==> config.mk <==
export PLATFORM = sky130hd
export DESIGN_NAME = rail_reg_slave
export DESIGN_NICKNAME = d
export VERILOG_FILES = /design/src/rtl/rrs_pkg.sv /design/src/rtl/rrs_line_sync.sv /design/src/rtl/rrs_bus_engine.sv /design/src/rtl/rrs_regfile.sv /design/src/rtl/rail_reg_slave.sv
export SDC_FILE = /design/constraint.sdc
export NUM_CORES = 1
export LEC_CHECK = 0
export ABC_AREA = 1
export BUFFER_PORTS_ARGS = -buffer_cell sky130_fd_sc_hd__buf_2
export CORE_MARGIN = 1.5
export CORE_UTILIZATION = 45
export DETAILED_ROUTE_END_ITERATION = 8
export PLACE_DENSITY_LB_ADDON = 0.1
export RECOVER_POWER = 50
export SKIP_CTS_REPAIR_TIMING = 1
export SYNTH_ARGS = -nofsm -noshare
export SYNTH_HDL_FRONTEND = slang
export SYNTH_SLANG_ARGS = --single-unit
==> constraint.sdc <==
create_clock -name clk -period 2.2 [get_ports clk]
set_input_delay 0.11 -clock clk [delete_from_list [all_inputs] [get_ports clk]]
set_output_delay 0.11 -clock clk [all_outputs]
set_load 0.05 [all_outputs]
==> src/rtl/rrs_pkg.sv <==
package rrs_pkg;
  localparam int CODE_W   = 5;
  localparam int CODE_MIN = 1;
  localparam int CODE_MAX = 17;
  localparam logic [7:0] REG_POS  = 8'h00;
  localparam logic [7:0] REG_NEG  = 8'h01;
  localparam logic [7:0] REG_MODE = 8'h03;

  typedef enum logic [1:0] {K_ADDR, K_PTR, K_DATA} byte_kind_e;

  function automatic logic code_ok(input logic [CODE_W-1:0] c);
    return (int'(c) >= CODE_MIN) && (int'(c) <= CODE_MAX);
  endfunction
endpackage

==> src/rtl/rrs_line_sync.sv <==
module rrs_line_sync #(
  parameter int LINES  = 2,
  parameter int STAGES = 2
) (
  input  logic             clk,
  input  logic             rst_n,
  input  logic [LINES-1:0] raw_i,
  output logic [LINES-1:0] lvl_o,
  output logic [LINES-1:0] rise_o,
  output logic [LINES-1:0] fall_o
);
  for (genvar g = 0; g < LINES; g++) begin : g_line
    logic [STAGES-1:0] pipe;
    logic              prev;
    always_ff @(posedge clk or negedge rst_n) begin
      if (!rst_n) begin
        pipe <= '1;
        prev <= 1'b1;
      end else begin
        pipe <= {pipe[STAGES-2:0], raw_i[g]};
        prev <= pipe[STAGES-1];
      end
    end
    assign lvl_o[g]  = pipe[STAGES-1];
    assign rise_o[g] = pipe[STAGES-1] & ~prev;
    assign fall_o[g] = ~pipe[STAGES-1] & prev;
  end
endmodule

==> src/rtl/rrs_bus_engine.sv <==
module rrs_bus_engine
  import rrs_pkg::*;
#(
  parameter logic [6:0] DEV_ADDR = 7'b0111110,
  parameter int         BYTE_W   = 8
) (
  input  logic              clk,
  input  logic              rst_n,
  input  logic              enable,
  input  logic              scl_lvl,
  input  logic              scl_rise,
  input  logic              scl_fall,
  input  logic              sda_lvl,
  input  logic              sda_rise,
  input  logic              sda_fall,
  output logic              wr_en,
  output logic [BYTE_W-1:0] wr_addr,
  output logic [BYTE_W-1:0] wr_data,
  output logic              sda_oe
);
  localparam int               CNT_W    = $clog2(BYTE_W + 1);
  localparam logic [CNT_W-1:0] LAST_BIT = CNT_W'(BYTE_W);
  localparam logic [BYTE_W-1:0] WR_HDR  = {DEV_ADDR, 1'b0};

  logic              active;
  byte_kind_e        kind;
  logic [CNT_W-1:0]  cnt;
  logic              ack_ph;
  logic [BYTE_W-1:0] shreg;
  logic [BYTE_W-1:0] ptr;
  logic              start_c, stop_c;

  assign start_c = scl_lvl & sda_fall;
  assign stop_c  = scl_lvl & sda_rise;

  always_ff @(posedge clk or negedge rst_n) begin
    if (!rst_n) begin
      active <= 1'b0; kind <= K_ADDR; cnt <= '0; ack_ph <= 1'b0;
      shreg <= '0; ptr <= '0; sda_oe <= 1'b0;
      wr_en <= 1'b0; wr_addr <= '0; wr_data <= '0;
    end else if (!enable) begin
      active <= 1'b0; kind <= K_ADDR; cnt <= '0; ack_ph <= 1'b0;
      sda_oe <= 1'b0; wr_en <= 1'b0;
    end else begin
      wr_en <= 1'b0;
      if (start_c) begin
        active <= 1'b1; kind <= K_ADDR; cnt <= '0;
        ack_ph <= 1'b0; sda_oe <= 1'b0;
      end else if (stop_c) begin
        active <= 1'b0; cnt <= '0; ack_ph <= 1'b0; sda_oe <= 1'b0;
      end else if (active) begin
        if (scl_rise && !ack_ph && cnt != LAST_BIT) begin
          shreg <= {shreg[BYTE_W-2:0], sda_lvl};
          cnt   <= cnt + CNT_W'(1);
        end else if (scl_fall && !ack_ph && cnt == LAST_BIT) begin
          ack_ph <= 1'b1;
          unique case (kind)
            K_ADDR: begin
              if (shreg == WR_HDR) sda_oe <= 1'b1;
              else                 active <= 1'b0;
            end
            K_PTR: begin
              ptr    <= shreg;
              sda_oe <= 1'b1;
            end
            default: begin
              wr_en   <= 1'b1;
              wr_addr <= ptr;
              wr_data <= shreg;
              ptr     <= ptr + BYTE_W'(1);
              sda_oe  <= 1'b1;
            end
          endcase
        end else if (scl_fall && ack_ph) begin
          ack_ph <= 1'b0;
          sda_oe <= 1'b0;
          cnt    <= '0;
          kind   <= (kind == K_ADDR) ? K_PTR : K_DATA;
        end
      end
    end
  end
endmodule

==> src/rtl/rrs_regfile.sv <==
module rrs_regfile
  import rrs_pkg::*;
#(
  parameter int         BYTE_W       = 8,
  parameter int         DEFAULT_CODE = 10,
  parameter logic [7:0] MODE_DEFAULT = 8'h03
) (
  input  logic              clk,
  input  logic              rst_n,
  input  logic              enable,
  input  logic              wr_en,
  input  logic [BYTE_W-1:0] wr_addr,
  input  logic [BYTE_W-1:0] wr_data,
  output logic [CODE_W-1:0] pos_code,
  output logic [CODE_W-1:0] neg_code,
  output logic [BYTE_W-1:0] mode_bits
);
  localparam logic [CODE_W-1:0] DEF_CODE = CODE_W'(DEFAULT_CODE);

  logic [CODE_W-1:0] new_code;
  logic              code_valid, mode_valid;

  assign new_code   = wr_data[CODE_W-1:0];
  assign code_valid = code_ok(new_code);
  assign mode_valid = &wr_data[1:0];

  always_ff @(posedge clk or negedge rst_n) begin
    if (!rst_n) begin
      pos_code <= DEF_CODE; neg_code <= DEF_CODE; mode_bits <= MODE_DEFAULT;
    end else if (!enable) begin
      pos_code <= DEF_CODE; neg_code <= DEF_CODE; mode_bits <= MODE_DEFAULT;
    end else if (wr_en) begin
      case (wr_addr)
        REG_POS:  if (code_valid) pos_code  <= new_code;
        REG_NEG:  if (code_valid) neg_code  <= new_code;
        REG_MODE: if (mode_valid) mode_bits <= wr_data;
        default:  ;
      endcase
    end
  end
endmodule

==> src/rtl/rail_reg_slave.sv <==
module rail_reg_slave
  import rrs_pkg::*;
#(
  parameter logic [6:0] DEV_ADDR     = 7'b0111110,
  parameter int         DEFAULT_CODE = 10,
  parameter logic [7:0] MODE_DEFAULT = 8'h03,
  parameter int         SYNC_STAGES  = 2
) (
  input  logic       clk,
  input  logic       rst_n,
  input  logic       enable,
  input  logic       scl_i,
  input  logic       sda_i,
  output logic       sda_oe,
  output logic [4:0] pos_code,
  output logic [4:0] neg_code,
  output logic [7:0] mode_bits
);
  localparam int BYTE_W = 8;

  logic [1:0] lvl, rise, fall;
  logic              wr_en;
  logic [BYTE_W-1:0] wr_addr, wr_data;

  rrs_line_sync #(.LINES(2), .STAGES(SYNC_STAGES)) u_sync (
    .clk(clk), .rst_n(rst_n), .raw_i({sda_i, scl_i}),
    .lvl_o(lvl), .rise_o(rise), .fall_o(fall)
  );

  rrs_bus_engine #(.DEV_ADDR(DEV_ADDR), .BYTE_W(BYTE_W)) u_eng (
    .clk(clk), .rst_n(rst_n), .enable(enable),
    .scl_lvl(lvl[0]), .scl_rise(rise[0]), .scl_fall(fall[0]),
    .sda_lvl(lvl[1]), .sda_rise(rise[1]), .sda_fall(fall[1]),
    .wr_en(wr_en), .wr_addr(wr_addr), .wr_data(wr_data), .sda_oe(sda_oe)
  );

  rrs_regfile #(.BYTE_W(BYTE_W), .DEFAULT_CODE(DEFAULT_CODE),
                .MODE_DEFAULT(MODE_DEFAULT)) u_regs (
    .clk(clk), .rst_n(rst_n), .enable(enable),
    .wr_en(wr_en), .wr_addr(wr_addr), .wr_data(wr_data),
    .pos_code(pos_code), .neg_code(neg_code), .mode_bits(mode_bits)
  );
endmodule

==> results of run 1 <==
## flip-flops by register name, indices dropped and copies added, names as in the netlist, 2 cells and up
name	flops
u_regs.pos_code	5
u_eng.ptr	8
u_eng.cnt	4
u_regs.neg_code	5
u_eng.kind	2
u_sync.g_line.pipe	4
u_eng.wr_data	8
u_eng.wr_addr	8
u_sync.g_line.prev	2
u_regs.mode_bits	8
u_eng.shreg	8
## logic make-up (layout without fill, tap and decap cells)
logic type	count (synthesis)	in the layout	synth area share
buf+inv	51	87	0.0689
simple gates	206	206	0.288
flops	66	66	0.527
fa+ha+maj	3	3	0.0119
xor+xnor	2	2	0.00554
compound gates	51	51	0.0989
## area by class of cell
| class | count | area [um2] | area share |
|---|---|---|---|
| Sequential cell | 66 | 1670 | 0.463 |
| Multi-Input combinational cell | 262 | 1280 | 0.355 |
| Inverter | 43 | 161 | 0.0448 |
| Timing Repair Buffer | 28 | 151 | 0.0420 |
| Clock buffer | 9 | 124 | 0.0344 |
| Tap cell | 96 | 120 | 0.0333 |
| Clock inverter | 7 | 101 | 0.0281 |
## critical path: stages (launching register included)
cell and delay (ps):
dfrtp_1 450, inv_1 90, ha_1 160, nand2_1 50, nor2_1 150, nand2_1 100
nor2_2 160, nand3_2 70, buf_4 230, inv_2 120, nand2_1 50, o21ai_0 60
## stage by stage
stage	area (um2)	power, mW	hold WS (ps)
6_report	3600	2.62	175
5_1_grt	3600	2.74	187
4_1_cts	3590	2.65	-158
3_5_place_dp	3360	1.49	217
3_3_place_gp	3360	1.49	216
2_1_floorplan	3160	1.43	-186
## power by group through the flow
stage               Combinational (mW)  Sequential, mW  Clock [mW]
floorplan                        0.126            1.30           0
global placement                 0.207            1.29           0
detailed placement               0.207            1.29           0
CTS                              0.207            1.26        1.18
global route                     0.235            1.27        1.23
finish                           0.207            1.26        1.15
## routing by layer
| layer | wire, um | GRT usage | vias up |
|---|---|---|---|
| met5 | 0 | 0 | - |
| met4 | 112 | 0.0938 | 0 |
| met3 | 229 | 0.0324 | 10 |
| met2 | 2840 | 0.282 | 42 |
| met1 | 3200 | 0.262 | 1178 |
| li1 | - | - | 1295 |
## cells in the mapped netlist (2+ instances only)
cell type  count
nand3_1       38
inv_2          3
dfrtp_1       54
nand4_1       13
a21oi_1        7
nand3b_1       3
nand2_1      112
nor2_1        27
buf_2          3
o21ai_1        6
dfstp_2       12
ha_1           3
inv_1         40
nor3_1         3
or2_2          4
o21ai_2       14
buf_6          3
o21ai_0       22
nand3_2        2
## final timing paths
kind,startpoint,end,slack (ps),cells past startpoint
setup / recovery,u_eng.cnt[0]$_DFFE_PN0P_,u_eng.wr_addr[1]$_DFFE_PN0P_,420,11
hold / removal,enable,u_eng.active$_DFF_PN0_,180,3
setup reg to reg,u_eng.cnt[0]$_DFFE_PN0P_,u_eng.wr_addr[1]$_DFFE_PN0P_,420,11
hold reg to reg,u_sync.g_line[0].pipe[0]$_DFF_PN1_,u_sync.g_line[0].pipe[1]$_DFF_PN1_,360,0
max in group asynchronous,rst_n,u_eng.kind[1]$_DFFE_PN0P_,1010,2
min in group asynchronous,rst_n,u_regs.pos_code[2]$_DFFE_PN0P_,240,2
==> results.txt, run 1 <==
----------------------------------------------------
[Synth]
  Post-synthesis area per instance ... 8.34 um2
  Fraction of post-synthesis cell area in the top cell type by area ... 0.427
  Number of synthesized flops with an enable pin ... 0
  Count of different cell masters after synthesis ... 29
  Nets in the synthesized netlist ... 387
  Ranking of synthesized cells by area ... dfrtp_1, nand2_1, dfstp_2
  Post-synthesis instance area ... ~3200 um2
  Part of the Yosys area used for sequential elements ... 0.527
  Main flop type after synthesis ... dfrtp_1
  Syn Inst Count ... roughly 380
  Flop and latch count out of synthesis ... 66
  Share of async-settable or async-resettable flops after synthesis ... 1.00
  Most area-hungry cell type in the Yosys netlist ... dfrtp_1
  Number of warnings reported in the yosys synthesis log ... 0

[Pwr]
  Part of the power in combinational logic ... 0.079
  Leakage power figure ... 1.81 nW
  Switching component of the power ... ~680 uW
  Worst VDD drop ... 0.328 mV
  Switch share ... 0.258
  Clk pwr share ... 0.438
  Internal power ... between 1.5 and 2 mW
  Ratio of total power to cell area ... 727 nW/um2
  Sequential cell fraction of total power ... 0.482

[Finish]
  Most common cell after layout, fill and taps aside ... nand2_1
  Commonest cells after routing, fill and taps aside ... nand2_1, dfrtp_1, inv_1
  Inserted Diodes ... 0
  Proportion of layout cells with a drive suffix above 1 ... 0.183
  Area Overhead vs Synth ... 13.9%
  Number of cells in the finished layout apart from fillers ... 511
  Number of filler cells placed in the layout ... 641
  Number of nets in the layout ... 418
  Finished Core Util ... 0.530

[Timing]
  Transition time at the pin with the least slew margin ... 1580 ps
  Shortest clock period the worst path allows after layout ... approximately 1800 ps
  Final slew viol count ... 67
  Unrepaired setup endpoints after global routing ... false
  Minimum setup slack in the final design ... 423 ps
  Fmax achieved ... 0.563 GHz
  Final setup violating endpoints ... 0
  Crit share post-route ... 0.808
  Count of final hold-check violations ... 0
  Clock skew ... 11.7 ps
  Total Neg Setup Slack ... 0 ps
  Worst relative slew slack ... -0.0522

[Status]
  Status ... finished with violations
  Failing checks ... max-capacitance violations, max-slew violations

[Routing]
  Number of antenna-violating nets in the routed design ... 0
  DR vias/cell ... 4.94
  Total iterations of the first detailed-routing run ... 4
  Detailed-route wire length per cell ... 12.5 um
  Post-detailed-routing wire length ... around 6.4 mm
  Drt first-iter violations ... 165
  DR vias ... 2525
  DRC violations left ... 0

[Place]
  Cell total after placement ... 493
  Quantity of I/O buffers inserted on ports ... 23
  Final weighted congestion in routability-driven placement ... 0.859
  HPWL after DPL ... 4.42 mm
  Post-place setup slack ... ~460 ps

[Global route]
  Overall fraction of global-route tracks in use ... 0.188
  Number of antenna violations at the first check in global routing ... 0
  First-pass GRT wire length ... 10.9 mm
  Maximum number of pins on one net before global-route repair ... 67
  Remaining global-route overflow ... 0
  Number of global-route vias before repair ... between 2000 and 2500

[Setup path]
  CP max FO ... 29
  Worst Path Required ... 2470 ps
  Startpoint-to-endpoint class of the critical path ... reg2reg
  Critical Path End Type ... flip-flop
  Type of origin of the critical path ... flip-flop
  Arrival @ worst endpoint ... 2050 ps

[Clocking]
  Total clock buffers created by CTS ... 9
  Longest Clk Path Bufs ... 2
  Number of sinks handled by clock tree synthesis ... 66
  Clk Tree Root Cell ... clkbuf_8
  Insertion delay of the later-clocked pin in the worst-skew pair ... 350 ps
  Total number of H-tree levels ... 3
  TritonCTS clock tree ... done
  Clk slew on worst S/H paths ... approximately 80 ps

[Run]
  Max-cap violation count ... 1

[Worst hold path]
  Path class of the lowest-slack min-delay path ... in2reg

[Die]
  Standard-cell rows ... 30
  Core box area ... 6790 um2
  Die Outline Area ... 7540 um2
  Number of placed I/O pins ... 24
  Initial core utilization ... 0.465
  Die Span X ... between 80 and 90 um
  Chip height ... 86.8 um

----------------------------------------------------
No activity file was read; power rests on OpenSTA's default activity.
==> inputs of run 2 (changes only) <==
- ABC_AREA: 1 -> 0
- clock period: 2.2 -> 1.84 ns (I/O delays scaled with it)
==> results.txt, run 2 <==
----------------------------------------------------
[Setup path]
  Crit-path cells ... nand4bb_4 > buf_6 > nor4_4 > buf_4 > clkbuf_16 > mux2_4
  Worst Path Required ... 2050 ps
  Master of the slowest instance on the critical path ... dfstp_2
  CP max FO ... 8
  CP delay by family, top ... flip-flops
  Count of buffer and inverter cells on the critical path ... 3
  Type of origin of the critical path ... flip-flop
  Arrival @ worst endpoint ... between 2000 and 2500 ps
  Worst stage delay on the critical path ... roughly 580 ps
  Startpoint-to-endpoint class of the critical path ... reg2reg
  Critical Path End Type ... flip-flop

[Timing]
  Final Hold Slack ... 287 ps
  Crit share post-route ... 1.01
  Fmax achieved ... 0.541 GHz
  Transition time at the pin with the least slew margin ... 1050 ps
  Worst relative slew slack ... 0.300
  Final setup violating endpoints ... 7
  Shortest clock period the worst path allows after layout ... 1850 ps
  Count of final hold-check violations ... 0
  Unrepaired setup endpoints after global routing ... true
  Final slew viol count ... 0
  Minimum setup slack in the final design ... -9.58 ps
  Clock skew ... 10.1 ps

[Pwr]
  Leakage power figure ... 1.72 nW
  Ratio of total power to cell area ... 725 nW/um2
  Worst VDD drop ... approximately 0.59 mV

[Synth]
  Most area-hungry cell type in the Yosys netlist ... dfrtp_1
  Count of different cell masters after synthesis ... 48
  Syn Inst Count ... 250
  Post-synthesis instance area ... 3020 um2
  Number of warnings reported in the yosys synthesis log ... 0
  Ranking of synthesized cells by area ... dfrtp_1, dfstp_2, mux2_2
  Most common library cells after synthesis ... dfrtp_1, mux2_2, mux2i_1, nand2_1, nand3_1
  Dominant cell by count in the synthesized netlist ... dfrtp_1
  Flop and latch count out of synthesis ... 66
  Share of async-settable or async-resettable flops after synthesis ... 1.00
  Fraction of post-synthesis cell area in the top cell type by area ... 0.447
  Post-synthesis area per instance ... roughly 12 um2
  Nets in the synthesized netlist ... 258
  Part of the Yosys area used for sequential elements ... 0.551
  Number of synthesized flops with an enable pin ... 0
  Main flop type after synthesis ... dfrtp_1

[Die]
  Chip height ... 85.0 um
  Die Span X ... 85.0 um
  Die Outline Area ... around 7200 um2
  Core box area ... about 6400 um2
  Standard-cell rows ... 29
  Number of placed I/O pins ... 24
  Initial core utilization ... 0.471

[Clocking]
  Number of sinks handled by clock tree synthesis ... 66
  Total number of H-tree levels ... 3
  TritonCTS clock tree ... done
  Clk slew on worst S/H paths ... 60 ps
  Longest Clk Path Bufs ... 2
  Insertion delay of the later-clocked pin in the worst-skew pair ... 330 ps
  Total clock buffers created by CTS ... 9
  Clk Tree Root Cell ... clkbuf_8

[Routing]
  Detailed-route wire length per cell ... 16.3 um
  DR vias ... 2162
  DR vias/cell ... 5.53
  Number of antenna-violating nets in the routed design ... 0
  Drt first-iter violations ... 130
  DRC violations left ... 1
  Total iterations of the first detailed-routing run ... 8
  Post-detailed-routing wire length ... 6.37 mm

[Run]
  Max-cap violation count ... 0

[Place]
  Quantity of I/O buffers inserted on ports ... 23
  Post-place setup slack ... around 7.6 ps
  Cell total after placement ... 368
  HPWL after DPL ... 4.18 mm
  Final weighted congestion in routability-driven placement ... 0.833

[Finish]
  Proportion of layout cells with a drive suffix above 1 ... 0.401
  Number of cells in the finished layout apart from fillers ... 391
  Most common cell after layout, fill and taps aside ... dfrtp_1
  Number of filler cells placed in the layout ... 514
  Commonest cells after routing, fill and taps aside ... dfrtp_1, buf_4, buf_2
  Area Overhead vs Synth ... 27.6%
  Finished Core Util ... 0.600
  Inserted Diodes ... 0
  Number of nets in the layout ... 317

[Global route]
  First-pass GRT wire length ... between 10 and 15 mm
  Overall fraction of global-route tracks in use ... 0.188
  Number of antenna violations at the first check in global routing ... 0
  Remaining global-route overflow ... 0
  Number of global-route vias before repair ... 2208
  Maximum number of pins on one net before global-route repair ... 50

[Status]
  Failing checks ... design-rule violations, negative setup slack
  Status ... finished with violations

[Worst hold path]
  Path class of the lowest-slack min-delay path ... in2reg

----------------------------------------------------
[run 2: changes by cell type after synthesis, sizes merged, moves of 11 or more]
| cell | before | now |
|---|---|---|
| inv | 43 | 5 |
| o21ai | 42 | 10 |
| mux2 | 0 | 26 |
| nor2 | 29 | 6 |
| nand3 | 40 | 15 |
| nand2 | 113 | 17 |
| mux2i | 0 | 19 |
| nand4 | 13 | 2 |
| nor2b | 0 | 14 |
[run 2: final timing paths]
kind / to / start / cells past startpoint / slack, ps
max in group asynchronous: u_sync.g_line[1].pipe[0]$_DFF_PN1_ / rst_n / 3 / 520
worst min register to register: u_sync.g_line[0].pipe[1]$_DFF_PN1_ / u_sync.g_line[0].pipe[0]$_DFF_PN1_ / 0 / 360
worst max-delay path: u_eng.wr_data[6]$_DFFE_PN0P_ / u_sync.g_line[0].prev$_DFF_PN1_ / 6 / -10
min in group asynchronous: u_regs.pos_code[4]$_DFFE_PN0P_ / rst_n / 2 / 460
worst min-delay path: u_eng.wr_en$_DFF_PN0_ / enable / 5 / 290
worst max register to register: u_eng.wr_data[6]$_DFFE_PN0P_ / u_sync.g_line[0].prev$_DFF_PN1_ / 6 / -10
[run 2: layer usage]
metal | vias up | global-route usage | routed length [um]
met5 | - | 0 | 0
met2 | 35 | 0.323 | 3250
met4 | 0 | 0.0760 | 78
met3 | 8 | 0.0525 | 152
met1 | 1089 | 0.222 | 2890
li1 | 1030 | - | -
[run 2: cell families (layout without fill, tap and decap cells)]
logic type	Yosys count	count (layout)	share of synthesized area
XOR/XNOR	1	1	0.00290
flip-flops	66	66	0.551
multiplexers	45	45	0.160
adder cells (fa/ha/maj)	3	3	0.0124
AO/OA/AOI/OAI	39	39	0.0820
buffers and inverters	13	77	0.0178
AND/OR/NAND/NOR	83	83	0.174
[run 2: report_power, final]
part	internal, mW	switching (mW)
Clock	0.660	0.511
Sequential	1.47	0.0194
Combinational	0.0566	0.0743
Total	2.19	0.605
[run 2: worst reg2reg max path, cell delays in order, from the launching register on]
cell and delay (ps):
dfstp_2 580, nand4bb_4 120, buf_6 140, nor4_4 250, buf_4 180, clkbuf_16 170
mux2_4 300
[run 2: cell type report]
| class | count | area (um2) | area share |
|---|---|---|---|
| sequential | 66 | 1670 | 0.432 |
| multi-input combinational | 171 | 1450 | 0.377 |
| timing repair buffer | 56 | 432 | 0.112 |
| clock buffer | 13 | 149 | 0.0386 |
| tap | 77 | 96.3 | 0.0250 |
| clock inverter | 3 | 40.0 | 0.0104 |
| inverter | 5 | 18.8 | 0.00487 |
[run 2: metrics by stage]
stage          power, mW  setup TNS [ps]  area, um2
2_1_floorplan       1.57            -392       3050
3_3_place_gp        1.64               0       3450
3_5_place_dp        1.64               0       3450
4_1_cts             2.83           -4.74       3640
5_1_grt             2.92           -1050       3860
6_report            2.80           -41.5       3860
==> inputs of run 3 (changes only) <==
- CORE_MARGIN: 1.5 -> 5
==> results.txt, run 3 (synthesis results as in run 2) <==
----------------------------------------------------
[Routing]
  Detailed-route wire length per cell ... 15.9 um
  Drt first-iter violations ... roughly 100
  DRC violations left ... 0
  Total iterations of the first detailed-routing run ... 4
  DR vias/cell ... around 5.5
  Number of antenna-violating nets in the routed design ... 0
  DR vias ... 2128
  Post-detailed-routing wire length ... ~6.2 mm

[Setup path]
  Type of origin of the critical path ... flip-flop
  Arrival @ worst endpoint ... 1990 ps
  Reg2reg start ... u_sync.g_line[0].pipe[1]$_DFF_PN1_
  Worst setup slack for register-to-register paths ... 70 ps
  Cell count of the worst reg-to-reg path ... 5
  Worst Path Required ... a little over 2000 ps
  CP max FO ... 9
  FF-to-FF End ... u_eng.shreg[4]$_DFFE_PN0P_
  Critical Path End Type ... flip-flop
  Startpoint-to-endpoint class of the critical path ... reg2reg

[Finish]
  Final Cell Area ... approximately 3700 um2
  Number of cells in the finished layout apart from fillers ... 388
  Finished Core Util ... 0.577
  Commonest cells after routing, fill and taps aside ... dfrtp_1, mux2_2, buf_4
  Number of filler cells placed in the layout ... 546
  Area Overhead vs Synth ... 23.2%
  Multi-input gate area in the final layout ... 1360 um2
  Inserted Diodes ... 0
  Reg area ... approximately 1700 um2
  Proportion of layout cells with a drive suffix above 1 ... 0.373
  Number of nets in the layout ... approximately 310
  Most common cell after layout, fill and taps aside ... dfrtp_1

[Global route]
  Maximum number of pins on one net before global-route repair ... 67
  Number of antenna violations at the first check in global routing ... 0
  Remaining global-route overflow ... 0
  Number of global-route vias before repair ... 2102
  First-pass GRT wire length ... 10.3 mm
  Overall fraction of global-route tracks in use ... 0.154

[Place]
  Post-detailed-placement cell area ... ~3400 um2
  Cell total after placement ... 366
  Quantity of I/O buffers inserted on ports ... 23
  Final weighted congestion in routability-driven placement ... 0.825
  HPWL after DPL ... 4.21 mm

[Worst hold path]
  Worst hold path stage count ... 3
  Path class of the lowest-slack min-delay path ... in2reg
  Endpoint with the worst hold slack ... u_eng.active$_DFF_PN0_
  Launch point of the worst hold path ... enable

[Timing]
  Final setup violating endpoints ... 0
  Count of final hold-check violations ... 0
  Final slew viol count ... 0
  Crit share post-route ... 0.963
  Shortest clock period the worst path allows after layout ... 1770 ps
  Worst relative slew slack ... 0.414
  Transition time at the pin with the least slew margin ... 879 ps
  Fmax achieved ... approximately 0.56 GHz
  Clock skew ... 11.6 ps

[Die]
  Chip height ... just over 90 um
  Core box area ... 6460 um2
  Initial core utilization ... 0.468
  Number of placed I/O pins ... 24
  Die Outline Area ... approximately 8500 um2
  Die Span X ... between 90 and 100 um
  Standard-cell rows ... 29

[Status]
  Status ... complete, no violations

[Pwr]
  Worst VDD drop ... ~0.36 mV
  Ratio of total power to cell area ... ~750 nW/um2
  Leakage power figure ... between 1.5 and 2 nW

[Clocking]
  TritonCTS clock tree ... done
  Number of sinks handled by clock tree synthesis ... 66
  Total clock buffers created by CTS ... 9
  Total number of H-tree levels ... 3
  Clk Tree Root Cell ... clkbuf_8
  Insertion delay of the later-clocked pin in the worst-skew pair ... 330 ps
  Longest Clk Path Bufs ... 2
  Clk slew on worst S/H paths ... 70 ps

[Run]
  Max-cap violation count ... 0

----------------------------------------------------
[run 3: cell count changes in the layout (fill, tap and decap cells not counted), moves of 2 or more]
cell	before	now
a2bb2oi_2	4	0
mux2_4	16	0
clkbuf_1	4	6
a21oi_2	5	0
a2bb2oi_1	1	5
mux2_2	10	26
buf_4	24	22
inv_2	0	2
buf_2	22	20
inv_1	5	3
a21oi_1	5	10
[run 3: worst max-delay path: stages (launching register included)]
cell	delay (ps)
dfstp_2	600
nor3b_2	230
nand3_1	170
nor2_2	150
buf_6	170
mux2_2	340
[run 3: power breakdown]
part | switching, mW | internal (mW)
registers | 0.0218 | 1.47
clock network | 0.517 | 0.661
logic | 0.0700 | 0.0503
total | 0.609 | 2.18
[run 3: worst max path at each step]
stage / from / end / slack (ps) / depth (start not counted)
2_1_floorplan: u_eng.cnt[0]$_DFFE_PN0P_ / u_eng.wr_addr[4]$_DFFE_PN0P_ / -40 / 6
3_3_place_gp: u_eng.cnt[0]$_DFFE_PN0P_ / u_eng.ptr[7]$_DFFE_PN0P_ / 10 / 6
3_5_place_dp: u_eng.cnt[0]$_DFFE_PN0P_ / u_eng.ptr[7]$_DFFE_PN0P_ / -1 / 6
4_1_cts: u_eng.cnt[0]$_DFFE_PN0P_ / u_eng.ptr[5]$_DFFE_PN0P_ / -30 / 6
5_1_grt: u_sync.g_line[0].pipe[1]$_DFF_PN1_ / u_eng.shreg[7]$_DFFE_PN0P_ / -10 / 5
6_report: u_sync.g_line[0].pipe[1]$_DFF_PN1_ / u_eng.shreg[4]$_DFFE_PN0P_ / 70 / 5
[run 3: routing by layer]
layer  global-route usage  part of all wire
met5                    0                 0
met4               0.0730             0.013
met3               0.0311             0.029
met2                0.259              0.51
met1                0.191              0.45
[run 3: cell type report]
cell class                 instances  share of cell area
tap                               77              0.0259
clock buffer                      13              0.0400
inverter                           5             0.00504
timing repair buffer              53               0.105
sequential                        66               0.448
multi-input combinational        171               0.366
clock inverter                     3              0.0108
[run 3: per-stage QoR]
| step | hold slack, ps | TNS [ps] | total power, mW | setup WS (ps) |
|---|---|---|---|---|
| 3_3_place_gp | 137 | 0 | 1.63 | 14.1 |
| 4_1_cts | -230 | -55.7 | 2.83 | -30.8 |
| 3_5_place_dp | 141 | -1.39 | 1.64 | -1.39 |
| 6_report | 84.5 | 0 | 2.79 | 67.9 |
| 2_1_floorplan | -204 | -392 | 1.57 | -38.0 |
| 5_1_grt | 82.5 | -56.1 | 2.92 | -13.8 |
